--- src/rtl/disp_timing_pkg.sv ---
package disp_timing_pkg;
  localparam int REG_COUNT   = 16;
  localparam int A_ENABLE    = 0;
  localparam int A_CONFIG    = 1;
  localparam int A_HCTL      = 2;
  localparam int A_VPERIOD   = 3;
  localparam int A_VPULSE    = 4;
  localparam int A_DISP_H    = 5;
  localparam int A_DISP_VS   = 6;
  localparam int A_DISP_VE   = 7;
  localparam int A_ACT_H     = 8;
  localparam int A_ACT_VS    = 9;
  localparam int A_ACT_VE    = 10;
  localparam int A_BORDER    = 11;
  localparam int A_UFLOW     = 12;
  localparam int A_POLARITY  = 13;
  localparam int A_CNT_EN    = 14;
  localparam int A_FETCH     = 15;
  localparam int A_FRAME_CNT = 16;
  localparam int A_LINE_CNT  = 17;
  // registers that only change at a frame boundary while running
  localparam logic [REG_COUNT-1:0] SHADOW_MASK = 16'h07FE;

  typedef struct packed {
    logic running;
    logic lineEnd;
    logic frameEnd;
  } tgStrobe_t;
endpackage

--- src/rtl/disp_timing_ctrl.sv ---
module disp_timing_ctrl
  import disp_timing_pkg::*;
#(
  parameter int FW = 32,
  parameter int HW = 16
) (
  input  logic          clk,
  input  logic          rst,
  input  logic          enable,
  input  logic [HW-1:0] hPeriod,
  input  logic [FW-1:0] vPeriod,
  input  logic [1:0]    cntEn,
  output logic [HW-1:0] hPos,
  output logic [FW-1:0] fPos,
  output logic [FW-1:0] frameCnt,
  output logic [FW-1:0] lineCnt,
  output tgStrobe_t     strobe
);
  localparam logic [HW-1:0] H_ONE = HW'(1);
  localparam logic [FW-1:0] F_ONE = FW'(1);

  always_comb begin
    strobe.running  = enable;
    strobe.lineEnd  = enable && (hPos == hPeriod - H_ONE);
    strobe.frameEnd = enable && (fPos == vPeriod - F_ONE);
  end

  always_ff @(posedge clk) begin
    if (rst || !strobe.running) begin
      hPos     <= '0;
      fPos     <= '0;
      frameCnt <= '0;
      lineCnt  <= '0;
    end else begin
      hPos <= strobe.lineEnd  ? '0 : hPos + H_ONE;
      fPos <= strobe.frameEnd ? '0 : fPos + F_ONE;
      if (cntEn[0] && strobe.frameEnd) frameCnt <= frameCnt + F_ONE;
      if (cntEn[1]) begin
        if (strobe.frameEnd)     lineCnt <= '0;
        else if (strobe.lineEnd) lineCnt <= lineCnt + F_ONE;
      end
    end
  end
endmodule

--- src/rtl/disp_timing_dpath.sv ---
module disp_timing_dpath
  import disp_timing_pkg::*;
#(
  parameter int DW = 24,
  parameter int AW = 5,
  parameter int FW = 32,
  parameter int HW = 16
) (
  input  logic          clk,
  input  logic          rst,
  input  logic          regWe,
  input  logic [AW-1:0] regAddr,
  input  logic [31:0]   regWdata,
  output logic [31:0]   regRdata,
  input  logic [DW-1:0] pixIn,
  input  logic          pixUnderflow,
  input  logic [HW-1:0] hPos,
  input  logic [FW-1:0] fPos,
  input  logic [FW-1:0] frameCnt,
  input  logic [FW-1:0] lineCnt,
  input  tgStrobe_t     strobe,
  output logic          enable,
  output logic [HW-1:0] hPeriod,
  output logic [FW-1:0] vPeriod,
  output logic [1:0]    cntEn,
  output logic          hsyncOut,
  output logic          vsyncOut,
  output logic          deOut,
  output logic [DW-1:0] pixOut,
  output logic          fetchPulse
);
  localparam int RIDX = $clog2(REG_COUNT);

  logic [31:0] regFile [REG_COUNT];
  logic [31:0] shadow  [REG_COUNT];
  logic loadShadow, writeHit;
  logic hsRaw, vsRaw, deRaw, inActH, inActV, inAct;
  logic [2:0] pol;

  function automatic logic inWin(input logic [FW-1:0] p, input logic [FW-1:0] lo,
                                 input logic [FW-1:0] hi);
    return (p >= lo) && (p <= hi);
  endfunction

  assign writeHit   = regWe && (int'(regAddr) < REG_COUNT);
  assign enable     = regFile[A_ENABLE][0];
  assign loadShadow = !enable || strobe.frameEnd;

  always_ff @(posedge clk) begin
    if (rst) begin
      for (int i = 0; i < REG_COUNT; i++) regFile[i] <= '0;
    end else if (writeHit) begin
      regFile[regAddr[RIDX-1:0]] <= regWdata;
    end
  end

  always_ff @(posedge clk) begin
    for (int i = 0; i < REG_COUNT; i++) begin
      if (rst || !SHADOW_MASK[i]) shadow[i] <= '0;
      else if (loadShadow)        shadow[i] <= regFile[i];
    end
  end

  assign hPeriod = shadow[A_HCTL][31:16];
  assign vPeriod = shadow[A_VPERIOD][FW-1:0];
  assign cntEn   = regFile[A_CNT_EN][1:0];
  assign pol     = regFile[A_POLARITY][2:0];

  always_comb begin
    hsRaw  = strobe.running && (hPos < shadow[A_HCTL][HW-1:0]);
    vsRaw  = strobe.running && (fPos < shadow[A_VPULSE][FW-1:0]);
    deRaw  = strobe.running
          && inWin(FW'(hPos), FW'(shadow[A_DISP_H][15:0]), FW'(shadow[A_DISP_H][31:16]))
          && inWin(fPos, shadow[A_DISP_VS][FW-1:0], shadow[A_DISP_VE][FW-1:0]);
    inActH = !shadow[A_CONFIG][29]
          || inWin(FW'(hPos), FW'(shadow[A_ACT_H][15:0]), FW'(shadow[A_ACT_H][31:16]));
    inActV = !shadow[A_CONFIG][30]
          || inWin(fPos, shadow[A_ACT_VS][FW-1:0], shadow[A_ACT_VE][FW-1:0]);
    inAct  = inActH && inActV;

    if (!deRaw)            pixOut = '0;
    else if (!inAct)       pixOut = regFile[A_BORDER][DW-1:0];
    else if (pixUnderflow) pixOut = regFile[A_UFLOW][DW-1:0];
    else                   pixOut = pixIn;

    hsyncOut   = hsRaw ^ pol[0];
    vsyncOut   = vsRaw ^ pol[1];
    deOut      = deRaw ^ pol[2];
    fetchPulse = strobe.running && regFile[A_CONFIG][31]
              && (fPos == regFile[A_FETCH][FW-1:0]);
  end

  always_comb begin
    if (int'(regAddr) == A_FRAME_CNT)     regRdata = 32'(frameCnt);
    else if (int'(regAddr) == A_LINE_CNT) regRdata = 32'(lineCnt);
    else if (int'(regAddr) < REG_COUNT)   regRdata = regFile[regAddr[RIDX-1:0]];
    else                                  regRdata = '0;
  end
endmodule

--- src/rtl/disp_timing_engine.sv ---
module disp_timing_engine
  import disp_timing_pkg::*;
#(
  parameter int DW = 24,
  parameter int AW = 5,
  parameter int FW = 32,
  parameter int HW = 16
) (
  input  logic          clk,
  input  logic          rst,
  input  logic          regWe,
  input  logic [AW-1:0] regAddr,
  input  logic [31:0]   regWdata,
  output logic [31:0]   regRdata,
  input  logic [DW-1:0] pixIn,
  input  logic          pixUnderflow,
  output logic          hsyncOut,
  output logic          vsyncOut,
  output logic          deOut,
  output logic [DW-1:0] pixOut,
  output logic          fetchPulse
);
  tgStrobe_t     strobe;
  logic          enable;
  logic [HW-1:0] hPeriod, hPos;
  logic [FW-1:0] vPeriod, fPos, frameCnt, lineCnt;
  logic [1:0]    cntEn;

  disp_timing_ctrl #(.FW(FW), .HW(HW)) u_ctrl (
    .clk(clk), .rst(rst), .enable(enable), .hPeriod(hPeriod), .vPeriod(vPeriod),
    .cntEn(cntEn), .hPos(hPos), .fPos(fPos), .frameCnt(frameCnt),
    .lineCnt(lineCnt), .strobe(strobe)
  );

  disp_timing_dpath #(.DW(DW), .AW(AW), .FW(FW), .HW(HW)) u_dpath (
    .clk(clk), .rst(rst), .regWe(regWe), .regAddr(regAddr), .regWdata(regWdata),
    .regRdata(regRdata), .pixIn(pixIn), .pixUnderflow(pixUnderflow),
    .hPos(hPos), .fPos(fPos), .frameCnt(frameCnt), .lineCnt(lineCnt),
    .strobe(strobe), .enable(enable), .hPeriod(hPeriod), .vPeriod(vPeriod),
    .cntEn(cntEn), .hsyncOut(hsyncOut), .vsyncOut(vsyncOut), .deOut(deOut),
    .pixOut(pixOut), .fetchPulse(fetchPulse)
  );
endmodule

--- config.mk ---
export PLATFORM = sky130hd
export DESIGN_NAME = disp_timing_engine
export DESIGN_NICKNAME = d
export VERILOG_FILES = /design/src/rtl/disp_timing_pkg.sv /design/src/rtl/disp_timing_ctrl.sv /design/src/rtl/disp_timing_dpath.sv /design/src/rtl/disp_timing_engine.sv
export SDC_FILE = /design/constraint.sdc
export NUM_CORES = 2
export LEC_CHECK = 0
export BUFFER_PORTS_ARGS = -buffer_cell sky130_fd_sc_hd__buf_2
export CAP_MARGIN = 20
export CORE_MARGIN = 4
export CORE_UTILIZATION = 45
export DETAILED_ROUTE_END_ITERATION = 10
export GPL_TIMING_DRIVEN = 0
export PLACE_DENSITY = 0.62
export SYNTH_ARGS = -nofsm -noshare
export SYNTH_HDL_FRONTEND = slang
export SYNTH_SLANG_ARGS = --single-unit
--- constraint.sdc ---
create_clock -name clk -period 11.4 [get_ports clk]
set_clock_uncertainty 0.1 [all_clocks]
set_input_delay 1.71 -clock clk [delete_from_list [all_inputs] [get_ports clk]]
set_output_delay 1.71 -clock clk [all_outputs]
set_load 0.05 [all_outputs]
==> impl_metrics.ini <==
[synth]
synth_area_per_cell_um2 = 12.3
yosys_warnings = 0
synth_top_area_cell = edfxtp_1
synthesis.area_mm2 = 0.0483
async_reset_ff_frac = 0
netlist_instances = 3939
synth_top_area_share = 0.499
synth_nets = 4248
yosys.area_share.adder = 0.0632
synth-simple-area-share = 0.185
yosysSeqAreaShare = 0.545
ys_ff_latch = 914
ys_top_cells_by_area = edfxtp_1, and2_1, mux4_2
synth_edf_count = 802
synth-compound-area-share = 0.0518
synth_xor_area_frac = 0.0250
synthMuxAreaShare = 0.0888
yosysMostFrequentCell = and2_1
yosys-top-cells-count = and2_1, edfxtp_1, inv_1, ha_1, clkbuf_1
synth_top_family_by_area = simple AND/OR/NAND/NOR gates
ys.flop_type = edfxtp_1
synth.distinct_cells = 72

[routing]
firstDrtPassIters = 5
vias = 32900
via_per_inst = 5.82
drtIter0Drc = 3571
totalWireLength_mm = 155
drc = 0
wire_per_inst_um = 27.5
ant_nets = 0

[clocking]
post-cts-setup-buffers = 0
cts_max_path_buffers = 3
clock_latency_ns = 0.68
cts_made_buffers = 99
clkSlewWorstSetupHoldPaths_ns = 0.06
cts_tree = yes
clock-sinks = 914
cts-hold-fix-buffers = 0
htreeDepth = 3
root_buffer = clkbuf_16
ctsResizeCount = 0

[place]
hpwl_mm = 121
place.gp.congestion = 0.937
placed_cell_area_mm2 = 0.0509
port_buffers = 120

[global_routing]
overflow = 0
grt_pass1_wl_mm = 221
grt_max_degree = 107
track_usage = 0.273
grt_pass1_vias = 31900
antenna_found_initial = 12

[worst_setup_path]
slowest_stage = nor4_1
criticalPathCategory = flop to output pin
required_ns = 9.59
crit_path_max_incr_delay_ns = 0.85
cp-end-kind = output pin
regToRegStartpoint = u_dpath.shadow[3][2]$_SDFFCE_PN0P_
arrival_ns = 6.12
cp_max_fo = 10
crit_family = simple AND/OR/NAND/NOR gates
crit_path_cell_trace = ha_1 -> nand4_1 -> nor4_1 -> nand3_1 -> nor3b_1 -> a22o_1 -> a31oi_1 -> nand4b_1 -> clkbuf_1 -> nor3_1 -> buf_2
reg2reg_to = u_dpath.shadow[6][29]$_SDFFCE_PN0P_
worst_setup_path_start_kind = flop
rrSetupSlack_ns = 4.58
timing.critical_path.buf_inv = 2
reg2regPathDepth = 12

[timing]
relSlewSlack = 0.233
hold_violations = 0
tns_ns = 0
rsz0062_at_grt = false
finalSetupViolations = 0
slew_violations = 0
fmax_ghz = 0.126
post-route-min-period_ns = 7.93
finalCritPeriodShare = 0.695
worst_pin_slew_ns = 1.15

[min_path]
hp-start = u_ctrl.lineCnt[18]$_SDFFE_PP0P_
min_path_cells = 2
hp-class = flop to flop
whs_endpoint = u_ctrl.lineCnt[18]$_SDFFE_PP0P_

[floorplanning]
fp.dieArea_mm2 = 0.113
die_h_um = 336
die_x_um = 336
start_util = 0.456
row_count = 119
core-area_mm2 = 0.106
ios = 125

[final_layout]
final_nets = 4485
drive_above_1_share = 0.117
area.growth.synth_to_final_pct = 12.2
final_area_mm2 = 0.0542

[flow_run]
maxCapViolCount = 0

[outcome]
status = finished, final reports clean

[pwr]
peakVddDrop_mv = 0.136
leakage_nw = 20.9
powerDensity_mw_per_mm2 = 149
[worst max-delay path by stage]
stage                                              from                                   to  cells past startpoint
floorplan           u_dpath.shadow[3][10]$_SDFFCE_PN0P_  u_dpath.shadow[10][0]$_SDFFCE_PN0P_                      9
global placement     u_dpath.shadow[3][2]$_SDFFCE_PN0P_  u_dpath.shadow[7][25]$_SDFFCE_PN0P_                      8
detailed placement           u_ctrl.fPos[26]$_SDFF_PP0_                           pixOut[20]                     11
CTS                          u_ctrl.fPos[26]$_SDFF_PP0_                           pixOut[20]                     11
global route                 u_ctrl.fPos[30]$_SDFF_PP0_                           pixOut[20]                     11
finish                       u_ctrl.fPos[29]$_SDFF_PP0_                           pixOut[20]                     11
[worst min-delay path, stage by stage, from the launching register on]
cell and delay, ns:
dfxtp_1 0.34, nand2_1 0.06, mux2i_1 0.05
[placed cells by master, fill, tap and decap left out, drive strengths merged, types with 5 or more instances in the layout]
cell type / n
and2: 806
edfxtp: 802
clkbuf: 342
inv: 291
ha: 244
buf: 162
mux4: 160
nor2: 128
dfxtp: 112
nand2: 109
a21oi: 92
nor3: 78
nand4: 72
a21o: 70
xor2: 70
xnor2: 68
mux2i: 66
o21ai: 54
nand3: 54
nand2b: 53
nor2b: 48
and3: 34
o22ai: 33
clkinv: 33
nor4: 28
a2111oi: 27
o211ai: 25
and4: 19
or2: 18
or4: 17
or3: 15
o21a: 14
or4b: 14
a211oi: 11
bufinv: 11
nand3b: 9
a31oi: 7
clkinvlp: 5
[flip-flops by register name, summed over array words and instances, names as in the netlist]
name             count
u_dpath.regFile    512
u_ctrl.lineCnt      32
u_ctrl.hPos         16
u_ctrl.frameCnt     32
u_ctrl.fPos         32
u_dpath.shadow     290
[area by class of cell]
cell class,instances,area (um2)
fill,9190,51700
sequential,914,26300
multi-input combinational,2503,20000
clock buffer,131,2720
tap,1391,1740
inverter,285,1070
buffer,237,916
timing repair buffer,136,806
clock inverter,55,584
antenna,4,10.0
[metrics by stage]
stage	utilization	instances	power (mW)	worst slack, ns	hold WS, ns
finish	0.512	5656	8.07	3.47	0.395
global route	0.512	5652	8.31	3.28	0.422
CTS	0.512	5651	8.08	3.29	0.388
detailed placement	0.480	5465	4.81	4.01	0.380
global placement	0.478	5450	4.80	0.283	0.368
floorplan	-	3939	4.47	4.10	0.342
[routing by layer]
metal	global-route usage	share of wire	wire length (um)	vias to the layer above
met5	0	0.000058	9	-
met4	0.0976	0.038	5960	2
met3	0.0463	0.092	14300	259
met2	0.449	0.47	73200	1421
met1	0.367	0.40	61900	16500
li1	-	-	-	14700
[cells by family (layout without fill, tap and decap cells)]
group           after synthesis  after routing
compound gates              377            377
xor+xnor                    138            138
fa+ha+maj                   244            244
buf+inv                     522            844
flops                       914            914
mux                         228            228
other cells                   0              4
simple gates               1516           1516
[power by group]
group	switching, mW	internal [mW]	leakage, nW
Sequential	0.114	3.84	8.89
Combinational	0.515	0.282	10.4
Clock	1.39	1.93	1.62
Power figures use the tool's default switching activity.
